===== config.mk =====
export PLATFORM = sky130hd
export DESIGN_NAME = ltrn_seq
export DESIGN_NICKNAME = d
export VERILOG_FILES = /design/src/rtl/ltrn_pkg.sv /design/src/rtl/ltrn_timer.sv /design/src/rtl/ltrn_retry.sv /design/src/rtl/ltrn_seq.sv
export SDC_FILE = /design/constraint.sdc
export NUM_CORES = 1
export LEC_CHECK = 0
export ABC_AREA = 1
export BUFFER_PORTS_ARGS = -buffer_cell sky130_fd_sc_hd__buf_2
export CAP_MARGIN = 15
export CORE_MARGIN = 5
export CORE_UTILIZATION = 48
export DETAILED_ROUTE_END_ITERATION = 8
export HOLD_SLACK_MARGIN = 0.1
export PLACE_DENSITY = 0.9
export REMOVE_ABC_BUFFERS = 1
export SYNTH_ARGS = -nofsm -noshare
export SYNTH_HDL_FRONTEND = slang
export SYNTH_SLANG_ARGS = --single-unit

===== constraint.sdc =====
create_clock -name clk -period 2.03 [get_ports clk]
set_input_delay 0.406 -clock clk [delete_from_list [all_inputs] [get_ports clk]]
set_output_delay 0.406 -clock clk [all_outputs]
set_load 0.1 [all_outputs]

===== src/rtl/ltrn_pkg.sv =====
package ltrn_pkg;
  typedef enum logic [3:0] {
    ST_IDLE, ST_WR_CFG, ST_WAIT, ST_RD_STAT, ST_RD_ADJ,
    ST_VID_WAIT, ST_WAKE, ST_LIVE, ST_FAIL
  } ltrn_state_t;

  localparam logic [1:0] PAT_VIDEO = 2'd0;
  localparam logic [1:0] PAT_CLKREC = 2'd1;
  localparam logic [1:0] PAT_ALIGN_A = 2'd2;
  localparam logic [1:0] PAT_ALIGN_B = 2'd3;
endpackage


===== src/rtl/ltrn_timer.sv =====
module ltrn_timer #(
  parameter int W_W = 16
) (
  input  logic           clk,
  input  logic           rst_n,
  input  logic           load,
  input  logic [W_W-1:0] load_val,
  output logic           expired
);
  logic [W_W-1:0] cnt;

  always_ff @(posedge clk) begin
    if (!rst_n)          cnt <= '0;
    else if (load)       cnt <= load_val;
    else if (cnt != '0)  cnt <= cnt - 1'b1;
  end

  assign expired = (cnt == '0) && !load;

  // the interval shrinks by exactly one per cycle once loaded
  assert_count_down_R3: assert property (@(posedge clk) disable iff (!rst_n)
    (!load && cnt != '0) |=> (cnt == $past(cnt) - 1'b1));
endmodule


===== src/rtl/ltrn_retry.sv =====
module ltrn_retry #(
  parameter int LIMIT = 4
) (
  input  logic clk,
  input  logic rst_n,
  input  logic clr,
  input  logic bump,
  output logic exhaust
);
  localparam int CW = $clog2(LIMIT + 1);
  logic [CW-1:0] cnt;

  assign exhaust = bump && (cnt == CW'(LIMIT - 1));

  always_ff @(posedge clk) begin
    if (!rst_n)              cnt <= '0;
    else if (clr)            cnt <= '0;
    else if (bump && !exhaust) cnt <= cnt + 1'b1;
  end

  // the repeat count never reaches the limit itself
  assert_retry_bound_R6: assert property (@(posedge clk) disable iff (!rst_n)
    cnt < CW'(LIMIT));
endmodule


===== src/rtl/ltrn_seq.sv =====
module ltrn_seq #(
  parameter int LANES       = 4,
  parameter int DRV_W       = 4,
  parameter int ADDR_W      = 16,
  parameter int DATA_W      = 32,
  parameter int WAIT_W      = 16,
  parameter int RETRY_LIMIT = 4,
  parameter logic [ADDR_W-1:0] ADDR_CFG  = 16'h0100,
  parameter logic [ADDR_W-1:0] ADDR_STAT = 16'h0202,
  parameter logic [ADDR_W-1:0] ADDR_ADJ  = 16'h0206,
  parameter logic [ADDR_W-1:0] ADDR_PWR  = 16'h0600
) (
  input  logic                     clk,
  input  logic                     rst_n,
  input  logic                     start,
  input  logic [2:0]               lane_count,
  input  logic [7:0]               link_rate,
  input  logic                     tps3_ok,
  input  logic [WAIT_W-1:0]        wait_cycles,
  input  logic                     video_active,
  output logic                     cmd_valid,
  input  logic                     cmd_ready,
  output logic                     cmd_write,
  output logic [ADDR_W-1:0]        cmd_addr,
  output logic [DATA_W-1:0]        cmd_wdata,
  input  logic [DATA_W-1:0]        cmd_rdata,
  output logic [1:0]               pattern,
  output logic [LANES*DRV_W-1:0]   drive,
  output logic                     trained,
  output logic                     failed
);
  import ltrn_pkg::*;

  localparam int DRV_BITS = LANES * DRV_W;
  localparam int DRV_LSB  = 16;

  ltrn_state_t state;
  logic [2:0]  lanes_q;
  logic [7:0]  rate_q;
  logic        tps3_q;
  logic        stage_eq;
  logic [LANES-1:0] lane_mask;
  logic [LANES-1:0] stat_cr, stat_eq;
  logic [DRV_BITS-1:0] drv_req;
  logic        stage_ok, req_same, take_start, acc;
  logic        t_load, t_exp, r_clr, r_bump, r_exh;
  logic [1:0]  train_pat;

  for (genvar i = 0; i < LANES; i++) begin : g_lane
    assign lane_mask[i] = (32'(i) < {29'd0, lanes_q});
  end

  assign stat_cr  = cmd_rdata[LANES-1:0];
  assign stat_eq  = cmd_rdata[LANES +: LANES];
  assign drv_req  = cmd_rdata[DRV_BITS-1:0];
  assign stage_ok = stage_eq ? ((stat_eq & lane_mask) == lane_mask)
                             : ((stat_cr & lane_mask) == lane_mask);
  assign req_same = (drv_req == drive);
  assign acc      = cmd_valid && cmd_ready;
  assign take_start = start && (state == ST_IDLE || state == ST_FAIL ||
                                state == ST_VID_WAIT || state == ST_LIVE);
  assign train_pat = stage_eq ? (tps3_q ? PAT_ALIGN_B : PAT_ALIGN_A) : PAT_CLKREC;

  assign t_load = (state == ST_WR_CFG) && cmd_ready;
  assign r_clr  = take_start || ((state == ST_RD_STAT) && cmd_ready && stage_ok) ||
                  ((state == ST_RD_ADJ) && cmd_ready && !req_same);
  assign r_bump = (state == ST_RD_ADJ) && cmd_ready && req_same;

  ltrn_timer #(.W_W(WAIT_W)) u_timer (
    .clk(clk), .rst_n(rst_n), .load(t_load), .load_val(wait_cycles), .expired(t_exp)
  );

  ltrn_retry #(.LIMIT(RETRY_LIMIT)) u_retry (
    .clk(clk), .rst_n(rst_n), .clr(r_clr), .bump(r_bump), .exhaust(r_exh)
  );

  always_ff @(posedge clk) begin
    if (!rst_n) begin
      state    <= ST_IDLE;
      lanes_q  <= '0;
      rate_q   <= '0;
      tps3_q   <= 1'b0;
      stage_eq <= 1'b0;
      drive    <= '0;
    end else if (take_start) begin
      lanes_q  <= lane_count;
      rate_q   <= link_rate;
      tps3_q   <= tps3_ok;
      stage_eq <= 1'b0;
      drive    <= '0;
      state    <= ST_WR_CFG;
    end else begin
      unique case (state)
        ST_WR_CFG:   if (cmd_ready) state <= ST_WAIT;
        ST_WAIT:     if (t_exp) state <= ST_RD_STAT;
        ST_RD_STAT: if (cmd_ready) begin
          if (!stage_ok)     state <= ST_RD_ADJ;
          else if (stage_eq) state <= ST_VID_WAIT;
          else begin
            stage_eq <= 1'b1;
            state    <= ST_WR_CFG;
          end
        end
        ST_RD_ADJ: if (cmd_ready) begin
          if (!req_same) begin
            drive <= drv_req;
            state <= ST_WR_CFG;
          end else if (r_exh) state <= ST_FAIL;
          else                state <= ST_WR_CFG;
        end
        ST_VID_WAIT: if (video_active) state <= ST_WAKE;
        ST_WAKE:     if (cmd_ready) state <= ST_LIVE;
        default:     ;
      endcase
    end
  end

  always_comb begin
    cmd_valid = 1'b0;
    cmd_write = 1'b0;
    cmd_addr  = '0;
    cmd_wdata = '0;
    unique case (state)
      ST_WR_CFG: begin
        cmd_valid = 1'b1;
        cmd_write = 1'b1;
        cmd_addr  = ADDR_CFG;
        cmd_wdata[7:0]   = rate_q;
        cmd_wdata[10:8]  = lanes_q;
        cmd_wdata[12:11] = train_pat;
        cmd_wdata[DRV_LSB +: DRV_BITS] = drive;
      end
      ST_RD_STAT: begin cmd_valid = 1'b1; cmd_addr = ADDR_STAT; end
      ST_RD_ADJ:  begin cmd_valid = 1'b1; cmd_addr = ADDR_ADJ;  end
      ST_WAKE: begin
        cmd_valid = 1'b1;
        cmd_write = 1'b1;
        cmd_addr  = ADDR_PWR;
        cmd_wdata = DATA_W'(1);
      end
      default: ;
    endcase
  end

  assign pattern = (state == ST_WR_CFG || state == ST_WAIT || state == ST_RD_STAT ||
                    state == ST_RD_ADJ) ? train_pat : PAT_VIDEO;
  assign trained = (state == ST_VID_WAIT || state == ST_WAKE || state == ST_LIVE);
  assign failed  = (state == ST_FAIL);

  // a stalled command keeps its request and payload
  assert_cmd_hold_R10: assert property (@(posedge clk) disable iff (!rst_n)
    (cmd_valid && !cmd_ready) |=> (cmd_valid && $stable(cmd_addr) &&
                                   $stable(cmd_wdata) && $stable(cmd_write)));
  // drive untouched on entry to alignment and on entry to video
  assert_drive_into_eq_R8: assert property (@(posedge clk) disable iff (!rst_n)
    ($rose(stage_eq) && !$past(take_start)) |-> $stable(drive));
  assert_drive_into_video_R8: assert property (@(posedge clk) disable iff (!rst_n)
    $rose(trained) |-> $stable(drive));
  // wake-up write only once trained
  assert_wake_gate_R9: assert property (@(posedge clk) disable iff (!rst_n)
    (cmd_valid && cmd_addr == ADDR_PWR) |-> trained);
  // success and failure are exclusive
  assert_excl_R11: assert property (@(posedge clk) disable iff (!rst_n)
    !(trained && failed));
  // configuration writes only happen with a training pattern on the lanes
  assert_pat_on_cfg_R2: assert property (@(posedge clk) disable iff (!rst_n)
    (acc && cmd_addr == ADDR_CFG) |-> (pattern != PAT_VIDEO));
endmodule


==> impl_metrics.csv, run 1 <==
group,metric,value,unit
sta,period_needed,2080,ps
setup_path,crit_type,"reg2out",
sta,slew_violations,0,
global_route,track_usage,0.224,
global_route,grt_pass1_wl,15600,um
global_route,antenna_found_initial,0,
synthesis,synth_edf_count,0,
power_and_ir_drop,combPwrFrac,0.531,
sta,setup_viol,18,
setup_path,reg2reg_slack,170,ps
synthesis,synthMuxAreaShare,0,
setup_path,worstPathRequired,1620,ps
cts,root_buffer,"clkbuf_8",
cts,holdBufCountCts,0,
final_layout,final_nets,661,
sta,finalCritPeriodShare,1.02,
setup_path,critPathArrivalTime,1670,ps
synthesis,synth_simple_gate_area_frac,0.290,
synthesis,ys.flop_type,"dfxtp_1",
final_layout,drive_above_1_share,0.332,
synthesis,avgSynthCellArea,6.63,um2
sta,clock.fmax,0.481,GHz
power_and_ir_drop,intPower,2220,uW
power_and_ir_drop,switching_power,2010,uW
routing,wire_per_inst,16.2,um
cts,cts_made_buffers,5,
final_layout,diodes,0,
routing,routed-via-count,3696,
worst_hold_path,worstHoldPathType,"in2reg",
power_and_ir_drop,switching_share,0.475,
cts,clock_latency,310,ps
die,die_h,91.5,um
setup_path,critPathLaunchType,"flop",
routing,drt_pass1_iterations,6,
setup_path,critPathMaxFanout,3,
power_and_ir_drop,leakage,0.00210,uW
die,io_pins,135,
placement,dp.final_hpwl,7070,um
run_status,violations,"setup timing",
die,die_x,91.5,um
routing,detail-route-antenna-nets,0,
synthesis,postSynthCellCount,481,
synthesis,synth-async-reset-ratio,0,
synthesis,synth_compound_area_frac,0.186,
power_and_ir_drop,p_seq_frac,0.323,
run_status,status,"finished, violations left",
global_route,grt_max_degree,33,
power_and_ir_drop,power_density,889,nW/um2
sta,worst_slack,-50.0,ps
routing,vias_per_cell,5.52,
synthesis,synth_area,3190,um2
synthesis,synthAdderAreaFrac,0.0157,
sta,clock_skew,5.31,ps
synthesis,yosys.area_share.xor_xnor,0.0357,
setup_path,endpoint_kind,"output port",
final_layout,finalInstanceArea,4760,um2
global_route,overflow,0,
cts,clock_path_buffers,2,
routing,wl,10800,um
sta,final-hold-violation-count,0,
power_and_ir_drop,clkPwrFrac,0.146,
die,coreArea,6420,um2
routing,drt_iter0_drc,349,
sta,rsz0062_at_grt,"true",
synthesis,synth_top_family_by_area,"simple AND/OR/NAND/NOR gates",
global_route,grt_pass1_vias,3440,
final_layout,area_growth,49.5,%
cts,cts.htree.levels,2,
cts,clkTransAtPathRegs,100,ps
cts,cts_tree,"done",
routing,drc,0,
power_and_ir_drop,irDropWorstVdd,1.00,mV
die,rows,29,
die,dieArea,8370,um2
placement,gp_congestion,0.925,
die,start_util,0.496,
cts,clkSinkCount,52,
synthesis,ys_seq_area_frac,0.327,
placement,pre_cts_slack,89.5,ps
placement,place_area,4290,um2
synthesis,synth_warnings,0,
synthesis,synth-seq-cells,52,
synthesis,synth.distinct_cells,42,
flow_run,drv_cap,0,
placement,portBuffers,104,
==> metrics by stage <==
step	setup TNS (ps)	total power [uW]	utilization	hold WS, ps	instances
after CTS	0	4110	0.707	353	666
after global routing	-1450	4500	0.742	363	670
after floorplan	-53580	2900	-	429	465
final	-392	4230	0.742	352	670
after global placement	0	3320	0.667	439	653
after detailed placement	0	3420	0.667	447	653
==> placed cells by master (no fill, tap or decap), types with 2 or more instances in the layout <==
cell type  instances
buf_2             65
conb_1            14
inv_2              7
nand2_2            7
a211oi_1           6
clkbuf_8           5
nand2_4            2
dfxtp_1           48
o21ai_0           39
dfxtp_4            3
o21ai_1           13
clkbuf_16          3
nand2_1           81
buf_4             11
inv_1             65
nor3_1             7
clkbuf_4           3
buf_12            37
nor2_4            32
a311oi_1           2
a21oi_1           35
o211ai_1           2
nand3_1           14
nand3b_1           2
xor2_1            11
ha_1               4
nand4_1            3
xnor2_1            2
nor2_1            41
nor2_2             6
==> power by group through the flow <==
stage	clock network, uW	registers [uW]	logic [uW]
floorplan	0	1350	1550
global placement	0	1370	1950
detailed placement	0	1380	2030
CTS	631	1360	2110
global route	666	1400	2430
finish	619	1370	2250
==> area by class of cell <==
type,instances,area [um2]
clock inverter,2,16.3
tap,77,96.3
sequential,52,1050
inverter,74,280
fill,406,1660
clock buffer,6,72.6
timing repair buffer,120,1270
multi-input combinational,339,1970
==> layer usage <==
layer / GRT usage / up-vias / part of all wire
met4: 0.0829 / 0 / 0.033
met3: 0.0504 / 43 / 0.087
li1: - / 1725 / -
met2: 0.409 / 232 / 0.50
met5: 0 / - / 0
met1: 0.253 / 1696 / 0.38
==> worst paths after layout <==
| path | cells past startpoint | from | to |
|---|---|---|---|
| setup / recovery | 7 | state[3] | cmd_addr[9] |
| hold / removal | 3 | link_rate[0] | rate_q[0] |
| setup reg to reg | 10 | stage_eq | u_retry.cnt[2] |
| hold reg to reg | 2 | rate_q[0] | rate_q[0] |
==> cells in the mapped netlist, types with 2 or more instances <==
library cell  count  area share
nand2_1          82       0.097
nor2_1           70       0.082
inv_1            67       0.079
dfxtp_1          52        0.33
o21ai_0          40       0.063
a21oi_1          37       0.058
buf_4            17       0.040
nand3_1          14       0.022
o21ai_1          12       0.019
xor2_1           11       0.030
nand2_2           7       0.014
nor3_1            7       0.011
a211oi_1          6       0.014
clkbuf_1          6      0.0071
inv_2             6      0.0071
buf_2             5      0.0078
nor2_2            5      0.0098
ha_1              4       0.016
nor2_4            4       0.014
nand4_1           3      0.0059
a311oi_1          2      0.0055
nand3b_1          2      0.0047
o211ai_1          2      0.0047
xnor2_1           2      0.0055
==> state kept, by name, summed over array words and instances (netlist names) <==
signal and cells:
drive 16, u_retry.cnt 3, tps3_q 1, u_timer.cnt 16, lanes_q 3, state 4
stage_eq 1, rate_q 8
==> cells by family (layout without fill, tap and decap cells) <==
group           after synthesis  after routing
fa+ha+maj                     4              4
buf+inv                     103            202
other cells                   1             14
xor+xnor                     13             13
simple gates                202            202
flops                        52             52
compound gates              106            106
==> timing repair <==
item,CTS,global route
pin swaps,3,5
setup buffers,4,2
gates cloned,1,2
resized for setup,43,37
setup endpoints to repair,36,38
==> critical path, cell delays in order, from the launching register on <==
cell       delay (ps)
dfxtp_2           360
nor2_4            140
buf_4             140
inv_1              50
nor2_2            160
inv_1              90
o21ai_1           160
clkbuf_16         250
(Power assumes the default switching activity.)
==> run 2, diff against run 1 <==
==> constraint.sdc (replaced) <==
create_clock -name clk -period 2.03 [get_ports clk]
set_input_delay 0.203 -clock clk [delete_from_list [all_inputs] [get_ports clk]]
set_output_delay 0.203 -clock clk [all_outputs]
set_load 0.1 [all_outputs]
==> impl_metrics.csv, run 2 (synthesis results as in run 1) <==
group,metric,value,unit
final_layout,fill_cells,482,
power_and_ir_drop,clkPwrFrac,0.200,
cts,clkSinkCount,52,
placement,gp_congestion,0.860,
global_route,grt_pass1_vias,3337,
cts,cts.htree.levels,2,
power_and_ir_drop,power_density,971,nW/um2
power_and_ir_drop,combPwrFrac,0.487,
power_and_ir_drop,switching_share,0.449,
global_route,grt_pass1_wl,15100,um
cts,cts_made_buffers,5,
power_and_ir_drop,switching_power,1960,uW
final_layout,regArea,1040,um2
sta,finalCritPeriodShare,0.966,
power_and_ir_drop,irDropWorstVdd,0.899,mV
run_status,status,"finished clean",
routing,wl,9310,um
setup_path,critPathLaunchType,"flop",
routing,drt_pass1_iterations,5,
sta,tightest_slew,664,ps
final_layout,final_cell_mix,"81 x nand2_1, 69 x buf_2, 66 x inv_1",
sta,final-hold-violation-count,0,
flow_run,drv_cap,0,
final_layout,final_nets,656,
setup_path,worstPathRequired,1830,ps
setup_path,critPathMaxFanout,22,
power_and_ir_drop,intPower,2400,uW
final_layout,drive_above_1_share,0.316,
cts,clkTransAtPathRegs,100,ps
final_layout,final_common_cell,"nand2_1",
power_and_ir_drop,p_seq_frac,0.313,
sta,setup_viol,0,
setup_path,critPathMaxStageDelay,360,ps
worst_hold_path,worstHoldPathType,"in2reg",
placement,portBuffers,104,
sta,clock.fmax,0.510,GHz
routing,routed-via-count,3518,
global_route,grt_max_degree,33,
die,io_pins,135,
worst_hold_path,holdPathStages,3,
sta,slew_violations,0,
sta,clock_skew,10.5,ps
final_layout,area_growth,40.5,%
setup_path,crit_type,"reg2out",
global_route,track_usage,0.217,
die,start_util,0.496,
die,die_x,91.5,um
routing,wire_per_inst,14.0,um
global_route,overflow,0,
die,rows,29,
setup_path,crit_path_cell_trace,"nor2_4 -> nand2_2 -> nor2_4 -> clkinvlp_4 -> buf_12 -> nor2_2 -> buf_12",
setup_path,r2r.worst_path.cells,11,
final_layout,top_regs,"drive: 16 flops, u_timer.cnt: 16 flops, rate_q: 8 flops",
power_and_ir_drop,leakage,0.00203,uW
setup_path,slowest_stage,"dfxtp_2",
cts,cts_tree,"done",
cts,holdBufCountCts,0,
die,die_h,91.5,um
sta,fin_tns_setup,0,ps
routing,drc,0,
final_layout,multi_input_area,1840,um2
cts,clock_latency,320,ps
power_and_ir_drop,fin_total_pwr,4350,uW
global_route,antenna_found_initial,1,
routing,detail-route-antenna-nets,0,
setup_path,endpoint_kind,"output port",
die,dieArea,8370,um2
cts,clock_path_buffers,2,
setup_path,critPathArrivalTime,1760,ps
sta,period_needed,1960,ps
sta,slew-limit-headroom,0.557,
routing,vias_per_cell,5.28,
placement,dp.final_hpwl,7180,um
cts,root_buffer,"clkbuf_8",
routing,drt_iter0_drc,218,
die,coreArea,6420,um2
## run 2: changes by cell type in the layout (fill, tap and decap cells not counted), moves of 3 or more
| cell | previous run | this run |
|---|---|---|
| nor2_4 | 32 | 11 |
| clkbuf_16 | 3 | 0 |
| buf_2 | 65 | 69 |
| buf_12 | 37 | 31 |
| nor2_2 | 6 | 25 |
| buf_4 | 11 | 14 |
| dfxtp_4 | 3 | 0 |
## run 2: power by group through the flow
stage / sequential [uW] / clock, uW / combinational (uW)
finish: 1360 / 870 / 2120
global route: 1390 / 942 / 2310
CTS: 1360 / 882 / 2070
detailed placement: 1380 / 0 / 2020
global placement: 1370 / 0 / 1920
floorplan: 1350 / 0 / 1550
## run 2: metal layers
metal	share of wire	up-vias	track usage	wire length, um
li1	-	1718	-	-
met1	0.40	1600	0.251	3730
met2	0.50	179	0.399	4650
met3	0.078	21	0.0438	730
met4	0.022	0	0.0678	209
met5	0	-	0	0
## run 2: timing repair
item | 4_1_cts | 5_1_grt
buffers inserted | 2 | 4
pin swaps | 0 | 2
resized for setup | 32 | 12
setup endpoints to repair | 27 | 35
## run 2: path summary, 6_finish.rpt
check,slack [ps],startpoint,end
worst max register to register,170,state[3],state[0]
worst max-delay path,70,state[2],cmd_wdata[28]
worst min register to register,480,rate_q[2],rate_q[2]
worst min-delay path,160,link_rate[3],rate_q[3]
## run 2: cell type report
cell class	instances	area share
diodes	1	0.000559
well taps	77	0.0215
inverters	74	0.0628
clock buffers	5	0.0154
clock inverters	3	0.0154
flip-flops and latches	52	0.233
multi-input cells	339	0.411
repair buffers	115	0.241
## run 2: through the flow
stage          hold WS, ps  area (um2)  worst slack (ps)  utilization  instances
2_1_floorplan          339        3050             -1380            -        465
3_3_place_gp           440        4170               225        0.649        651
3_5_place_dp           448        4170               209        0.649        651
4_1_cts                157        4410             -15.1        0.686        661
5_1_grt                159        4480             -10.7        0.698        666
6_report               163        4480              69.1        0.698        666
## run 2: worst max-delay path, delay by kind of cell (launching register included)
| kind | cells | cell delay, ps |
|---|---|---|
| AND/OR/NAND/NOR | 4 | 550 |
| buffers and inverters | 3 | 520 |
| flip-flops | 1 | 360 |
==> run 3, diff against run 2 <==
CORE_ASPECT_RATIO = 0.7   (was default)
==> impl_metrics.csv, run 3 (synthesis results as in run 1) <==
group,metric,value,unit
final_layout,instances_no_fill,680,
final_layout,area_growth,40.1,%
final_layout,top_regs,"drive: 16 flops, u_timer.cnt: 16 flops, rate_q: 8 flops",
die,io_pins,135,
die,die_h,78.2,um
routing,drt_pass1_iterations,4,
worst_hold_path,worstHoldPathType,"in2reg",
sta,final-hold-violation-count,0,
setup_path,critPathMaxFanout,15,
sta,clock_skew,15.6,ps
routing,drt_iter0_drc,159,
die,dieArea,8400,um2
sta,clock.fmax,0.501,GHz
power_and_ir_drop,switching_share,0.466,
routing,wl,9140,um
final_layout,drive_above_1_share,0.314,
power_and_ir_drop,clkPwrFrac,0.153,
sta,period_needed,2000,ps
sta,finalCritPeriodShare,0.983,
sta,slew_violations,0,
final_layout,final_cell_mix,"81 x nand2_1, 70 x buf_2, 66 x inv_1",
global_route,antenna_found_initial,0,
routing,route.top_layer_used,"met4",
power_and_ir_drop,leakage,0.00201,uW
final_layout,diodes,0,
placement,dpl.cell_count,668,
placement,pre_cts_slack,282,ps
run_status,status,"finished clean",
cts,clkTransAtPathRegs,100,ps
routing,detail-route-antenna-nets,0,
setup_path,slowest_stage,"dfxtp_2",
cts,clock_latency,310,ps
setup_path,critPathArrivalTime,1790,ps
cts,cts_tree,"done",
cts,root_buffer,"clkbuf_8",
sta,rsz0062_at_grt,"true",
power_and_ir_drop,combPwrFrac,0.513,
setup_path,critPathMaxStageDelay,380,ps
placement,dp.final_hpwl,7060,um
cts,holdBufCountCts,0,
final_layout,utilization,0.705,
setup_path,critPathLaunchType,"flop",
die,rows,24,
flow_run,drv_cap,0,
global_route,track_usage,0.203,
die,start_util,0.503,
setup_path,endpoint_kind,"output port",
cts,clock_path_buffers,2,
sta,setup_viol,0,
routing,vias_per_cell,5.02,
routing,routed-via-count,3412,
sta,worst_slack,34.1,ps
setup_path,crit_path_cell_trace,"nor2_4 -> nand2_2 -> nor2_4 -> clkinvlp_4 -> buf_12 -> nor2_2 -> buf_12",
routing,wl_met3,664,um
placement,portBuffers,104,
cts,cts.htree.levels,2,
global_route,grt_pass1_vias,3242,
global_route,grt_pass1_wl,14300,um
power_and_ir_drop,fin_total_pwr,4080,uW
power_and_ir_drop,p_seq_frac,0.333,
final_layout,final_common_cell,"nand2_1",
global_route,grt_max_degree,33,
die,coreArea,6340,um2
placement,gp_congestion,0.938,
power_and_ir_drop,irDropWorstVdd,0.773,mV
die,die_x,107,um
cts,cts_made_buffers,5,
power_and_ir_drop,switching_power,1900,uW
final_layout,final_nets,657,
routing,m1WireLength,3880,um
setup_path,crit_type,"reg2out",
power_and_ir_drop,intPower,2180,uW
routing,wire_per_inst,13.4,um
power_and_ir_drop,power_density,912,nW/um2
routing,route.met2.wl,4390,um
routing,drc,0,
cts,clkSinkCount,52,
setup_path,worstPathRequired,1830,ps
global_route,overflow,0,
==> run 3: worst max-delay path, delay by kind of cell, from the launching register on <==
family	cells	cell delay, ps
and+or+nand+nor	4	530
buffers and inverters	3	560
DFF	1	380
==> run 3: layout make-up <==
type / count / area, um2
well taps: 91 / 114
multi-input cells: 339 / 1850
clock inverters: 1 / 7.51
clock buffers: 7 / 86.3
inverters: 74 / 282
repair buffers: 116 / 1090
flip-flops and latches: 52 / 1040
fillers: 500 / 1870
==> run 3: final timing paths <==
kind	startpoint	to	slack, ps	cells past startpoint
hold reg to reg	rate_q[1]	rate_q[1]	480	2
setup reg to reg	drive[7]	drive[14]	190	11
hold / removal	link_rate[0]	rate_q[0]	160	3
setup / recovery	state[2]	cmd_wdata[19]	30	7
==> run 3: metal layers <==
layer  track usage  up-vias
met1         0.250     1532
met5             0        -
met2         0.353      144
met3        0.0459       20
met4        0.0643        0
li1              -     1716
==> run 3: power groups by stage <==
stage / clock, uW / combinational, uW / sequential, uW
floorplan: 0 / 1550 / 1350
global placement: 0 / 1940 / 1370
detailed placement: 0 / 2010 / 1380
CTS: 643 / 2040 / 1350
global route: 688 / 2280 / 1380
finish: 624 / 2090 / 1360
==> run 3: metrics by stage <==
stage / TNS (ps) / hold WS [ps] / instance area [um2]
after floorplan: -45870 / 339 / 3050
after global placement: 0 / 442 / 4210
after detailed placement: 0 / 447 / 4210
after CTS: 0 / 150 / 4330
after global routing: -86.3 / 156 / 4470
final: 0 / 157 / 4470
==> run 3: what timing repair did <==
item	CTS	global route
resized for setup	5	41
setup buffers	2	2
pin swaps	0	1
setup endpoints to repair	23	36
